$ cat src/rtl/vtg_pkg.sv
package vtg_pkg;
  typedef enum logic [1:0] {
    S_IDLE  = 2'd0,
    S_GAP   = 2'd1,
    S_FRAME = 2'd2,
    S_ROW   = 2'd3
  } seq_state_t;
endpackage

$ cat src/rtl/vtg_pulse.sv
module vtg_pulse #(
  parameter int PULSE_W = 3
) (
  input  logic clk,
  input  logic rst,
  input  logic fire,
  input  logic pol,
  output logic trig_o,
  output logic active_o
);
  localparam int W  = (PULSE_W < 2) ? 2 : PULSE_W;
  localparam int CW = $clog2(W + 1);

  logic [CW-1:0] left;

  always_ff @(posedge clk) begin
    if (rst) begin
      left   <= '0;
      trig_o <= ~pol;
    end else begin
      if (fire)
        left <= CW'(W);
      else if (left != '0)
        left <= left - CW'(1);
      trig_o <= (fire || left > CW'(1)) ? pol : ~pol;
    end
  end

  assign active_o = (left != '0);
endmodule

$ cat src/rtl/vtg_capture.sv
module vtg_capture #(
  parameter int DATA_W = 10,
  parameter int COL_W  = 11,
  parameter int LAT_W  = 8
) (
  input  logic              clk,
  input  logic              rst,
  input  logic              start,
  input  logic              first_row,
  input  logic [COL_W-1:0]  cols,
  input  logic [LAT_W-1:0]  lat,
  input  logic [DATA_W-1:0] pix_i,
  output logic [DATA_W-1:0] pix_o,
  output logic              vld_o,
  output logic              sol_o,
  output logic              sof_o,
  output logic              row_done_o
);
  localparam int NW = ((LAT_W > COL_W) ? LAT_W : COL_W) + 1;

  logic [NW-1:0] cnt;
  logic [NW-1:0] open_at;
  logic [NW-1:0] close_at;
  logic          running;
  logic          sof_arm;
  logic          hit;
  logic          last;

  assign open_at  = NW'(lat);
  assign close_at = open_at + NW'(cols);
  assign hit      = running && (cnt >= open_at) && (cnt < close_at);
  assign last     = running && (cnt == close_at - NW'(1));

  always_ff @(posedge clk) begin
    if (rst) begin
      cnt        <= '0;
      running    <= 1'b0;
      sof_arm    <= 1'b0;
      pix_o      <= '0;
      vld_o      <= 1'b0;
      sol_o      <= 1'b0;
      sof_o      <= 1'b0;
      row_done_o <= 1'b0;
    end else begin
      if (start) begin
        cnt     <= '0;
        running <= 1'b1;
        sof_arm <= first_row;
      end else if (running) begin
        cnt <= cnt + NW'(1);
        if (last)
          running <= 1'b0;
      end
      if (hit)
        pix_o <= pix_i;
      vld_o      <= hit;
      sol_o      <= hit && (cnt == open_at);
      sof_o      <= hit && (cnt == open_at) && sof_arm;
      row_done_o <= last;
    end
  end
endmodule

$ cat src/rtl/vtg_trigger_host.sv
module vtg_trigger_host
  import vtg_pkg::*;
#(
  parameter int DATA_W   = 10,
  parameter int ROW_W    = 10,
  parameter int COL_W    = 11,
  parameter int PULSE_W  = 3,
  parameter int GAP_CYC  = 20,
  parameter int LAT_BASE = 147,
  parameter int LAT_AVG  = 100,
  parameter int LAT_BLK  = 8
) (
  input  logic              clk,
  input  logic              rst,
  input  logic              start_i,
  input  logic [ROW_W-1:0]  rows_i,
  input  logic [COL_W-1:0]  cols_i,
  input  logic              avg_mode_i,
  input  logic              blk_mode_i,
  input  logic              row_pol_i,
  input  logic              frame_pol_i,
  output logic              frame_trig_o,
  output logic              row_trig_o,
  input  logic [DATA_W-1:0] pix_i,
  output logic [DATA_W-1:0] pix_o,
  output logic              pix_vld_o,
  output logic              pix_sol_o,
  output logic              pix_sof_o,
  output logic              done_o
);
  localparam int LAT_W = $clog2(LAT_BASE + LAT_AVG + 1);
  localparam int GW    = $clog2(GAP_CYC + 1);

  seq_state_t        state;
  logic [ROW_W-1:0]  rows_q;
  logic [ROW_W-1:0]  row_idx;
  logic [COL_W-1:0]  cols_q;
  logic [LAT_W-1:0]  lat_q;
  logic [GW-1:0]     since;
  logic              f_fire;
  logic              r_fire;
  logic              f_act;
  logic              r_act;
  logic              row_done;
  logic              last_row;

  assign last_row = (row_idx == rows_q - ROW_W'(1));
  assign f_fire   = (state == S_GAP) && (since >= GW'(GAP_CYC - 1));
  assign r_fire   = ((state == S_FRAME) && !f_act) ||
                    ((state == S_ROW) && row_done && !last_row);

  always_ff @(posedge clk) begin
    if (rst) begin
      state   <= S_IDLE;
      rows_q  <= ROW_W'(1);
      cols_q  <= COL_W'(1);
      lat_q   <= LAT_W'(LAT_BASE);
      row_idx <= '0;
      done_o  <= 1'b0;
    end else begin
      done_o <= 1'b0;
      case (state)
        S_IDLE: if (start_i) begin
          rows_q <= (rows_i == '0) ? ROW_W'(1) : rows_i;
          cols_q <= (cols_i == '0) ? COL_W'(1) : cols_i;
          lat_q  <= LAT_W'(LAT_BASE + (avg_mode_i ? LAT_AVG : 0)
                                    - (blk_mode_i ? LAT_BLK : 0));
          state  <= S_GAP;
        end
        S_GAP: if (f_fire) state <= S_FRAME;
        S_FRAME: if (!f_act) begin
          row_idx <= '0;
          state   <= S_ROW;
        end
        S_ROW: if (row_done) begin
          if (last_row) begin
            done_o <= 1'b1;
            state  <= S_IDLE;
          end else begin
            row_idx <= row_idx + ROW_W'(1);
          end
        end
        default: state <= S_IDLE;
      endcase
    end
  end

  // cycles since the last row trigger became active, saturating
  always_ff @(posedge clk) begin
    if (rst)
      since <= GW'(GAP_CYC - 1);
    else if (r_fire)
      since <= '0;
    else if (since < GW'(GAP_CYC - 1))
      since <= since + GW'(1);
  end

  vtg_pulse #(.PULSE_W(PULSE_W)) u_frame_pulse (
    .clk(clk), .rst(rst), .fire(f_fire), .pol(frame_pol_i),
    .trig_o(frame_trig_o), .active_o(f_act)
  );

  vtg_pulse #(.PULSE_W(PULSE_W)) u_row_pulse (
    .clk(clk), .rst(rst), .fire(r_fire), .pol(row_pol_i),
    .trig_o(row_trig_o), .active_o(r_act)
  );

  vtg_capture #(.DATA_W(DATA_W), .COL_W(COL_W), .LAT_W(LAT_W)) u_capture (
    .clk(clk), .rst(rst), .start(r_fire), .first_row(state == S_FRAME),
    .cols(cols_q), .lat(lat_q), .pix_i(pix_i), .pix_o(pix_o),
    .vld_o(pix_vld_o), .sol_o(pix_sol_o), .sof_o(pix_sof_o),
    .row_done_o(row_done)
  );
endmodule

$ cat config.mk
export PLATFORM = sky130hd
export DESIGN_NAME = vtg_trigger_host
export DESIGN_NICKNAME = d
export VERILOG_FILES = /design/src/rtl/vtg_pkg.sv /design/src/rtl/vtg_pulse.sv /design/src/rtl/vtg_capture.sv /design/src/rtl/vtg_trigger_host.sv
export SDC_FILE = /design/constraint.sdc
export NUM_CORES = 1
export LEC_CHECK = 0
export ABC_AREA = 0
export BUFFER_PORTS_ARGS = -buffer_cell sky130_fd_sc_hd__buf_4
export CAP_MARGIN = 5
export CORE_AREA = 2 2 130 132
export DETAILED_ROUTE_END_ITERATION = 7
export DIE_AREA = 0 0 132 134
export PLACE_DENSITY = 0.51
export SYNTH_ARGS = -nofsm -noshare
export SYNTH_HDL_FRONTEND = slang
export SYNTH_SLANG_ARGS = --single-unit
$ cat constraint.sdc
create_clock -name clk -period 4.4 [get_ports clk]
set_input_delay 1.1 -clock clk [delete_from_list [all_inputs] [get_ports clk]]
set_output_delay 1.1 -clock clk [all_outputs]
set_load 0.005 [all_outputs]
==> reports/metrics.csv, run 1 <==
metric;value;unit
via count;4512;
slew margin rel.;0.4170;
mux cell area share after synthesis;0.03779;
Layout Cells excl Fill;884;
H-tree Lvls;3;
Syn. warnings;0;
Worst Path Max Fanout;13;
kind of critical path;register to register;
Final Max Tran Viols;0;
hold-fix buffer count after cts;0;
unrepaired setup endpoints after global routing;no;
final instance area;5931;sq um
MaxCap Viol Count;0;
First DRT Iteration DRCs;173;
most frequent cell after synthesis;dfxtp_1;
adder-cell share of the synthesized area;0.08785;
IO buf count;53;
Sequential Power Share;0.324;
post-CTS sizing;0;
CTS sink count;76;
worst slew pin tran;0.8525;ns
Die Wd;132;um
die area;17690;sq um
Worst path max stage delay;0.63;ns
Worst-path clk slew;0.06;ns
Worst path slowest cell;a2111oi_0;
post-route clock period utilization;0.9199;
FF+latch count, synth;76;
Post-Syn Instances;622;
final design utilization;0.3641;
combinational share of power;0.413;
CP Cell Sequence;ha_1 -> a21oi_1 -> and3_1 -> a2111oi_0 -> nand2_1 -> ha_1 -> a21o_1 -> a21o_1 -> a41oi_1 -> maj3_1 -> o211a_1 -> and4b_1;
first-pass detailed-route iteration total;4;
sequential share of the synthesized area;0.2984;
layout cell share with drive strength beyond 1;0.1325;
HPWL Detailed;9.159;mm
post-CTS setup buffers;0;
# DRC;0;
Via density;5.104;
Synth top area share;0.2984;
height of the die;134;um
Worst setup EP type;register;
WL/cell;13.78;um
area leader, netlist;dfxtp_1;
clock tree buffer depth;2;
antenna violations before repair;0;
Row Count;47;
Final Skew;0.009078;ns
Setup TNS Final;0;ns
r2r setup slk;0.35;ns
DP Cell Count;869;
Clk network pwr share;0.263;
I/O pins;54;
Sw Share;0.3862;
placed cell area;5643;sq um
Net Switching;1.053;mW
Int Pwr;1.674;mW
Synth Area in Compound Gates;0.1936;
Post-Synth XOR/XNOR Area;0.07902;
Worst EP arrival;4.33;ns
Hold WC Path Type;register to register;
Mapped Area;5099;sq um
Total Wirelength;12.18;mm
Max Fclk;247.1;MHz
largest family of logic cells by synthesized area;simple AND/OR/NAND/NOR gates;
CTS tree;yes;
root buf cell;clkbuf_16;
cts bufs inserted;9;
DRT antenna net count;0;
LEAKAGE;2.402;nW
first-pass GRT wire length;20.75;mm
top_reg_cell synth;dfxtp_1;
core region area;16290;sq um
CP startpoint kind;register;
async set-or-reset flop fraction in the synthesized netlist;0;
Peak supply drop;0.1538;mV
antenna cells;0;
syn_area_per_cell;8.197;sq um
Unique masters post-synth;67;
total global-route track usage;0.1428;
Final #Nets;733;
vias in the first global route;4372;
Period minus WS final;4.048;ns
area grow syn2layout;16.32;%
Fin. Hold Viols;0;
Initial Util;0.3130;
largest net degree at the start of global routing;69;
Final Wtd Congestion;0.8265;
grt ovf;0;
post-synthesis net count;695;
Clock Latency Late Sink;0.34;ns
post-synthesis simple-gate area fraction;0.2515;
pwr dens;459.7;nW/um^2
Worst Path Required;4.68;ns
Post-synth EDFFs;0;
outcome;completed;
synth cell count leaders;dfxtp_1, nand2_1, nor2_1;
Finish-stage setup viols;0;
leading post-synthesis cells by cell area;dfxtp_1, ha_1, nand2_1, xnor2_1, a21oi_1;
## kinds of logic (layout without fill, tap and decap cells)
group / count (synthesis) / in the layout
compound gates: 134 / 134
xor+xnor: 46 / 46
fa+ha+maj: 36 / 36
buf+inv: 60 / 102
flops: 76 / 76
mux: 19 / 19
simple gates: 251 / 251
## layout make-up
cell class	instances	area, sq um
repair buffers	55	412.9
clock buffers	12	266.5
multi-input cells	486	3313
well taps	220	275.3
inverters	32	120.1
fillers	1692	10360
clock inverters	3	21.27
flip-flops and latches	76	1521
## sequential cells by signal (all words and copies together), names as in the netlist, 2 cells and up
name	count
since	5
lat_q	3
state	2
rows_q	10
u_capture.cnt	12
u_row_pulse.left	2
u_frame_pulse.left	2
u_capture.pix_o	10
cols_q	11
row_idx	10
## per-layer routing
metal	global-route usage	wire length [um]
met3	0.03061	422
met4	0.05978	299
met1	0.1796	5709
met2	0.2376	5751
met5	0	0
## through the flow
step                      setup slack (ns)  hold WS [ns]  power [mW]
after floorplan                      1.004        0.4360       1.756
after global placement              0.4475        0.4608       1.988
after detailed placement            0.3563        0.4592       2.025
after CTS                           0.3512        0.4670       2.754
after global routing                0.1075        0.4845       2.964
final                               0.3523        0.4623       2.726
## power by group through the flow
stage / clock network [mW] / logic [mW] / registers [mW]
after floorplan: 0 / 0.890 / 0.866
after global placement: 0 / 1.09 / 0.894
after detailed placement: 0 / 1.13 / 0.897
after CTS: 0.736 / 1.13 / 0.884
after global routing: 0.772 / 1.29 / 0.901
final: 0.716 / 1.13 / 0.884
## placed cells by master, fill, tap and decap left out, drive strengths merged, types with 6 or more instances in the layout
cell / Yosys / final
nor4: 14 / 14
nor2b: 8 / 8
inv: 32 / 32
a21oi: 41 / 41
a21o: 7 / 7
ha: 35 / 35
a211oi: 11 / 11
clkbuf: 21 / 12
nand2: 70 / 70
or3: 9 / 9
or2: 6 / 6
xnor2: 28 / 28
buf: 7 / 55
nor3: 8 / 8
nor2: 50 / 50
mux2i: 17 / 17
xor2: 18 / 18
and3: 10 / 10
nand3: 16 / 16
o21ai: 17 / 17
nand4: 12 / 12
dfxtp: 76 / 76
a2111oi: 8 / 8
nand2b: 26 / 26
## final timing paths
check	to	cells after the start	from
max	u_capture.sof_o$_SDFF_PP0_	12	lat_q[6]$_SDFFE_PP0P_
min	cols_q[5]$_SDFFE_PP0P_	2	cols_q[5]$_SDFFE_PP0P_
max reg2reg	u_capture.sof_o$_SDFF_PP0_	12	lat_q[6]$_SDFFE_PP0P_
min reg2reg	cols_q[5]$_SDFFE_PP0P_	2	cols_q[5]$_SDFFE_PP0P_
## critical path, delay by kind of cell, from the launching register on
family | cells | cell delay (ns)
adder cells (fa/ha/maj) | 3 | 0.96
AO/OA/AOI/OAI | 6 | 1.95
flip-flops | 1 | 0.36
AND/OR/NAND/NOR | 3 | 0.72
No activity file was read; power rests on OpenSTA's default activity.
==> run 2, diff against run 1 <==
--- a/config.mk
+++ b/config.mk
@@ -8,9 +8,9 @@
 export ABC_AREA = 0
 export BUFFER_PORTS_ARGS = -buffer_cell sky130_fd_sc_hd__buf_4
 export CAP_MARGIN = 5
-export CORE_AREA = 2 2 130 132
+export CORE_AREA = 2 2 107 160
 export DETAILED_ROUTE_END_ITERATION = 7
-export DIE_AREA = 0 0 132 134
+export DIE_AREA = 0 0 109 162
 export PLACE_DENSITY = 0.51
 export SYNTH_ARGS = -nofsm -noshare
 export SYNTH_HDL_FRONTEND = slang
==> run 2 against run 1 <==
Sequential cell count is the same. Worst hold slack gained 0.0041 ns. Clock power grew 3.6%. Fmax grew 4.8%. Worst setup slack gained 0.18 ns.
==> reports/metrics.csv, run 2 (synthesis gave the netlist of run 1 again) <==
metric;value;unit;change
max reg flops;12;;unchanged
unrepaired setup endpoints after global routing;no;;
Max Fclk;258.8;MHz;+4.8%
first-pass detailed-route iteration total;4;;unchanged
DRT antenna net count;0;;unchanged
Die Wd;109;um;-17%
hold-fix buffer count after cts;0;;unchanged
R2R cell count;13;;+1
outcome;completed;;
die area;17660;sq um;-0.17%
# DRC;0;;unchanged
worst setup margin;0.5363;ns;+0.1840 ns
Setup TNS Final;0;ns;unchanged
Clock Latency Late Sink;0.33;ns;about the same
CTS tree;yes;;
MaxCap Viol Count;0;;unchanged
IO buf count;53;;unchanged
cts bufs inserted;9;;unchanged
via count;4486;;-0.58%
most frequent cells in the layout;dfxtp_1, nand2_1, buf_4;;
Regs by FF count;u_capture.cnt x12, cols_q x11;;
most common cell after layout, fill and taps aside;dfxtp_1;;
Final Skew;0.01006;ns;+0.0009841 ns
core region area;16190;sq um;-0.61%
worst reg2reg endpoint;u_capture.pix_o[7]$_SDFFE_PP0P_;;
grt ovf;0;;unchanged
First DRT Iteration DRCs;123;;-29%
root buf cell;clkbuf_16;;
Hold WC Path Type;register to register;;
I/O pins;54;;unchanged
Reg with most FFs;u_capture.cnt;;
Worst setup EP type;register;;
CP Cell Sequence;ha_1 -> a21oi_1 -> and3_1 -> a2111oi_0 -> nand2_1 -> ha_1 -> a21o_1 -> a21o_1 -> a41oi_1 -> maj3_1 -> o211a_1 -> buf_4 -> mux2i_1;;
Worst Path Required;4.66;ns;-0.02 ns
largest net degree at the start of global routing;69;;unchanged
first-pass GRT wire length;20.49;mm;-1.2%
antenna violations before repair;0;;unchanged
HPWL Detailed;9.671;mm;+5.6%
CP startpoint;lat_q[6]$_SDFFE_PP0P_;;
Final Max Tran Viols;0;;unchanged
area grow syn2layout;16.42;%;about the same
Worst EP arrival;4.12;ns;-0.21 ns
height of the die;162;um;+21%
slew margin rel.;0.3987;;-0.01832
Total Wirelength;12.42;mm;+1.9%
total global-route track usage;0.1459;;+0.003083
Worst-path clk slew;0.06;ns;about the same
worst slew pin tran;0.8998;ns;+0.04734 ns
pwr dens;465.0;nW/um^2;+1.2%
layout cell share with drive strength beyond 1;0.1336;;+0.001104
final design utilization;0.3666;;+0.002560
LEAKAGE;2.413;nW;+0.49%
Period minus WS final;3.864;ns;-0.1840 ns
r2r setup slk;0.54;ns;+0.18 ns
pre-CTS WS;0.5425;ns;+0.1862 ns
Setup crit end;u_capture.pix_o[7]$_SDFFE_PP0P_;;
Worst path max stage delay;0.71;ns;+0.08 ns
Final Wtd Congestion;0.8425;;+1.9%
CP startpoint kind;register;;
Peak supply drop;0.2182;mV;+42%
Row Count;57;;+21%
Worst Path Max Fanout;13;;unchanged
Initial Util;0.3149;;+0.001935
post-CTS setup buffers;0;;unchanged
Final #Nets;734;;+0.14%
antenna cells;0;;unchanged
Finish-stage setup viols;0;;unchanged
H-tree Lvls;3;;unchanged
clock tree buffer depth;2;;unchanged
r2r startpoint;lat_q[6]$_SDFFE_PP0P_;;
post-CTS sizing;0;;unchanged
Worst path slowest cell;a2111oi_0;;
CTS sink count;76;;unchanged
kind of critical path;register to register;;
WL/cell;14.24;um;+3.3%
Via density;5.144;;+0.79%
post-route clock period utilization;0.8781;;-0.04183
fill count;1698;;+0.35%
Fin. Hold Viols;0;;unchanged
vias in the first global route;4349;;-0.53%
==> run 2: changes by cell type in the layout (fill, tap and decap cells not counted) <==
cell | before | now
buf_4 | 55 | 56
bufinv_16 | 0 | 1
clkbuf_1 | 0 | 1
clkbuf_8 | 3 | 1
inv_6 | 0 | 1
==> run 2: through the flow <==
step	hold slack, ns	cell area (sq um)	instances	power [mW]
after detailed placement	0.4618	5633	856	2.037
after global routing	0.4863	5936	872	2.990
after floorplan	0.4360	5099	622	1.756
after global placement	0.4597	5633	856	1.996
after CTS	0.4707	5936	872	2.799
final	0.4664	5936	872	2.760
==> run 2: how the worst min path moves through the flow <==
| stage | end | cells after the start | slack (ns) | start |
|---|---|---|---|---|
| after floorplan | done_o$_SDFF_PP0_ | 2 | 0.44 | u_capture.row_done_o$_SDFF_PP0_ |
| after global placement | cols_q[2]$_SDFFE_PP0P_ | 2 | 0.46 | cols_q[2]$_SDFFE_PP0P_ |
| after detailed placement | cols_q[4]$_SDFFE_PP0P_ | 2 | 0.46 | cols_q[4]$_SDFFE_PP0P_ |
| after CTS | cols_q[2]$_SDFFE_PP0P_ | 2 | 0.47 | cols_q[2]$_SDFFE_PP0P_ |
| after global routing | cols_q[4]$_SDFFE_PP0P_ | 2 | 0.49 | cols_q[4]$_SDFFE_PP0P_ |
| final | cols_q[2]$_SDFFE_PP0P_ | 2 | 0.47 | cols_q[2]$_SDFFE_PP0P_ |
==> run 2: area by class of cell <==
class	count	area (sq um)	share of cell area
Clock inverter	5	60.06	0.01012
Clock buffer	11	242.7	0.04089
Sequential cell	76	1521	0.2563
Inverter	32	120.1	0.02024
Timing Repair Buffer	56	420.4	0.07083
Tap cell	206	257.7	0.04342
Multi-Input combinational cell	486	3313	0.5582
==> run 2: critical path: cells and delay by family, from the launching register on <==
family | cells | cell delay (ns)
AOI/OAI and AO/OA | 6 | 1.57
adders and majority gates | 3 | 0.96
buffers and inverters | 1 | 0.22
DFF | 1 | 0.35
muxes | 1 | 0.21
and+or+nand+nor | 2 | 0.45
==> run 2: power breakdown <==
group	total (mW)	switching, mW	leakage [nW]	internal (mW)
clock	0.742	0.286	0.146	0.457
sequential	0.887	0.105	0.619	0.782
combinational	1.13	0.669	1.65	0.463
total	2.76	1.06	2.41	1.70
==> run 2: layer usage <==
| metal | routed length [um] | vias to the layer above | global-route usage |
|---|---|---|---|
| met2 | 6894 | 55 | 0.2775 |
| met4 | 332 | 0 | 0.06177 |
| met1 | 4950 | 2110 | 0.1533 |
| met5 | 0 | - | 0 |
| li1 | - | 2303 | - |
| met3 | 240 | 18 | 0.02448 |
==> run 3, diff against run 2 <==
--- a/config.mk
+++ b/config.mk
@@ -5,7 +5,7 @@
 export SDC_FILE = /design/constraint.sdc
 export NUM_CORES = 1
 export LEC_CHECK = 0
-export ABC_AREA = 0
+export ABC_AREA = 1
 export BUFFER_PORTS_ARGS = -buffer_cell sky130_fd_sc_hd__buf_4
 export CAP_MARGIN = 5
 export CORE_AREA = 2 2 107 160
==> run 3 against run 2 <==
Combinational power is 4% higher. Global-route usage is 1.9 points higher. Die area unchanged. Clock skew up 0.0026 ns. Non-clock buffer count decreased by 2. Largest cell class unchanged. Largest power group unchanged. Sequential cell count unchanged. Worst hold slack got worse by 0.0020 ns.
==> reports/metrics.csv, run 3 <==
metric;value;unit;change
Top delay family on crit path;simple AND/OR/NAND/NOR gates;;
placed cell area;5652;sq um;+0.33%
Final Wtd Congestion;0.8209;;-2.6%
Reg with most FFs;u_capture.cnt;;
critical path depth;19;;+6
DRT antenna net count;0;;unchanged
CP Cell Sequence;ha_1 -> inv_2 -> nor2_1 -> nand3_2 -> nand3_1 -> nand2_1 -> nand2_2 -> ha_1 -> a21oi_1 -> o21a_1 -> nand2_1 -> a21oi_1 -> nand2_1 -> nand3_1 -> nand2_1 -> nand2_2 -> nand2_2 -> nand2_1 -> a21oi_1;;
HPWL Detailed;10.70;mm;+11%
max reg flops;12;;unchanged
area leader, netlist;dfxtp_1;;
Row Count;57;;unchanged
area grow syn2layout;17.08;%;
Worst-path clk slew;0.06;ns;about the same
MaxCap Viol Count;0;;unchanged
Unique masters post-synth;43;;-36%
antenna violations before repair;0;;unchanged
most frequent cells in the layout;nand2_1, inv_1, dfxtp_1;;
hold-fix buffer count after cts;0;;unchanged
first-pass detailed-route iteration total;4;;unchanged
largest net degree at the start of global routing;41;;-41%
height of the die;162;um;unchanged
WL/cell;13.31;um;-6.5%
Regs by FF count;u_capture.cnt x12, cols_q x11;;
synth cell count leaders;nand2_1, dfxtp_1, inv_1;;
clock tree buffer depth;2;;unchanged
top_reg_cell synth;dfxtp_1;;
most frequent cell after synthesis;nand2_1;;
CTS sink count;76;;unchanged
syn_area_per_cell;6.709;sq um;-18%
post-CTS sizing;0;;unchanged
sequential share of the synthesized area;0.2984;;unchanged
worst slew pin tran;0.8075;ns;-0.09238 ns
Fin. Hold Viols;0;;unchanged
vias in the first global route;4745;;+9.1%
Setup TNS Final;0;ns;unchanged
Hold WC Path Type;register to register;;
Post-synth EDFFs;0;;unchanged
Peak supply drop;0.2134;mV;-2.2%
IO buf count;53;;unchanged
layout cell share with drive strength beyond 1;0.1492;;+0.01556
root buf cell;clkbuf_16;;
Initial Util;0.3149;;unchanged
total global-route track usage;0.1649;;+0.01903
Total Wirelength;13.54;mm;+9.0%
slew margin rel.;0.4607;;+0.06205
grt ovf;0;;unchanged
FF+latch count, synth;76;;unchanged
via count;4821;;+7.5%
Worst setup EP type;register;;
Worst EP arrival;3.26;ns;-0.86 ns
CTS tree;yes;;
leading post-synthesis cells by cell area;dfxtp_1, nand2_1, ha_1, nand3_1, inv_1;;
Clock Latency Late Sink;0.35;ns;+0.02 ns
Max Fclk;326.9;MHz;+26%
antenna cells;0;;unchanged
H-tree Lvls;3;;unchanged
Worst Path Max Fanout;12;;-1
pwr dens;482.6;nW/um^2;+3.8%
Finish-stage setup viols;0;;unchanged
final instance area;5969;sq um;+0.57%
Die Wd;109;um;unchanged
core region area;16190;sq um;unchanged
First DRT Iteration DRCs;143;;+16%
most used cell along the critical path;nand2_1;;
Via density;4.740;;-7.9%
I/O pins;54;;unchanged
Syn. warnings;0;;unchanged
Worst Path Required;4.60;ns;-0.06 ns
async set-or-reset flop fraction in the synthesized netlist;0;;unchanged
CP startpoint kind;register;;
post-route clock period utilization;0.6953;;-0.1828
Mapped Area;5099;sq um;unchanged
Final Skew;0.01270;ns;+0.002640 ns
r2r setup slk;1.34;ns;+0.80 ns
Buf+Inv Stages, Crit Path;1;;unchanged
Synth top area share;0.2984;;unchanged
post-CTS setup buffers;0;;unchanged
Final Max Tran Viols;0;;unchanged
hold depth;2;;unchanged
Worst path slowest cell;ha_1;;
Worst path max stage delay;0.50;ns;-0.21 ns
die area;17660;sq um;unchanged
Final #Nets;879;;+20%
# DRC;0;;unchanged
post-synthesis net count;833;;+20%
first-pass GRT wire length;22.80;mm;+11%
cts bufs inserted;9;;unchanged
unrepaired setup endpoints after global routing;no;;
kind of critical path;register to register;;
LEAKAGE;2.649;nW;+9.7%
R2R cell count;19;;+6
outcome;completed;;
most common cell after layout, fill and taps aside;nand2_1;;
Period minus WS final;3.059;ns;-0.8045 ns
fill count;1732;;+2.0%
Post-Syn Instances;760;;+22%
[run 3: path summary, 6_finish.rpt]
path / from / end
max: lat_q[6]$_SDFFE_PP0P_ / u_capture.pix_o[2]$_SDFFE_PP0P_
min: u_capture.pix_o[4]$_SDFFE_PP0P_ / u_capture.pix_o[4]$_SDFFE_PP0P_
max reg2reg: lat_q[6]$_SDFFE_PP0P_ / u_capture.pix_o[2]$_SDFFE_PP0P_
min reg2reg: u_capture.pix_o[4]$_SDFFE_PP0P_ / u_capture.pix_o[4]$_SDFFE_PP0P_
[run 3: cell families (layout without fill, tap and decap cells)]
| logic type | after synthesis | count (layout) | synth area share |
|---|---|---|---|
| AO/OA/AOI/OAI | 93 | 93 | 0.1018 |
| AND/OR/NAND/NOR | 419 | 419 | 0.3740 |
| adder cells (fa/ha/maj) | 35 | 35 | 0.08589 |
| XOR/XNOR | 32 | 32 | 0.05497 |
| flip-flops | 76 | 76 | 0.2984 |
| buffers and inverters | 105 | 156 | 0.08490 |
[run 3: power breakdown]
part           switching (mW)  internal (mW)
Sequential              0.105          0.794
Clock                   0.305          0.497
Combinational           0.766          0.413
Total                    1.18           1.70
[run 3: layer usage]
layer  track usage  routed length (um)  vias up
li1              -                   -     2577
met1        0.1721                5386     2158
met2        0.3162                7423       60
met3       0.02648                 278       26
met4       0.06935                 451        0
met5             0                   0        -
[run 3: cell type report]
cell class	instances	area, sq um	area share
multi-input cells	579	3144	0.5267
repair buffers	54	405.4	0.06791
clock inverters	6	88.84	0.01488
clock buffers	10	229.0	0.03836
flip-flops and latches	76	1521	0.2549
well taps	206	257.7	0.04318
inverters	86	322.8	0.05408
[run 3: per-stage QoR]
stage / utilization / hold slack [ns] / setup WS, ns / power [mW] / std cells
3_3_place_gp: 0.3491 / 0.4447 / 1.355 / 2.109 / 1001
5_1_grt: 0.3687 / 0.4827 / 0.9456 / 3.128 / 1017
2_1_floorplan: - / 0.4239 / 1.862 / 1.821 / 760
3_5_place_dp: 0.3491 / 0.4447 / 1.317 / 2.108 / 1001
4_1_cts: 0.3687 / 0.4596 / 1.315 / 2.924 / 1017
6_report: 0.3687 / 0.4644 / 1.341 / 2.881 / 1017
[run 3: worst reg2reg max path, cell delays in order (launching register included)]
cell and delay (ns):
dfxtp_1 0.34, ha_1 0.50, inv_2 0.08, nor2_1 0.13, nand3_2 0.09, nand3_1 0.10, nand2_1 0.07, nand2_2 0.14
ha_1 0.26, a21oi_1 0.16, o21a_1 0.12, nand2_1 0.05, a21oi_1 0.11, nand2_1 0.06, nand3_1 0.06, nand2_1 0.07
nand2_2 0.21, nand2_2 0.21, nand2_1 0.12, a21oi_1 0.06
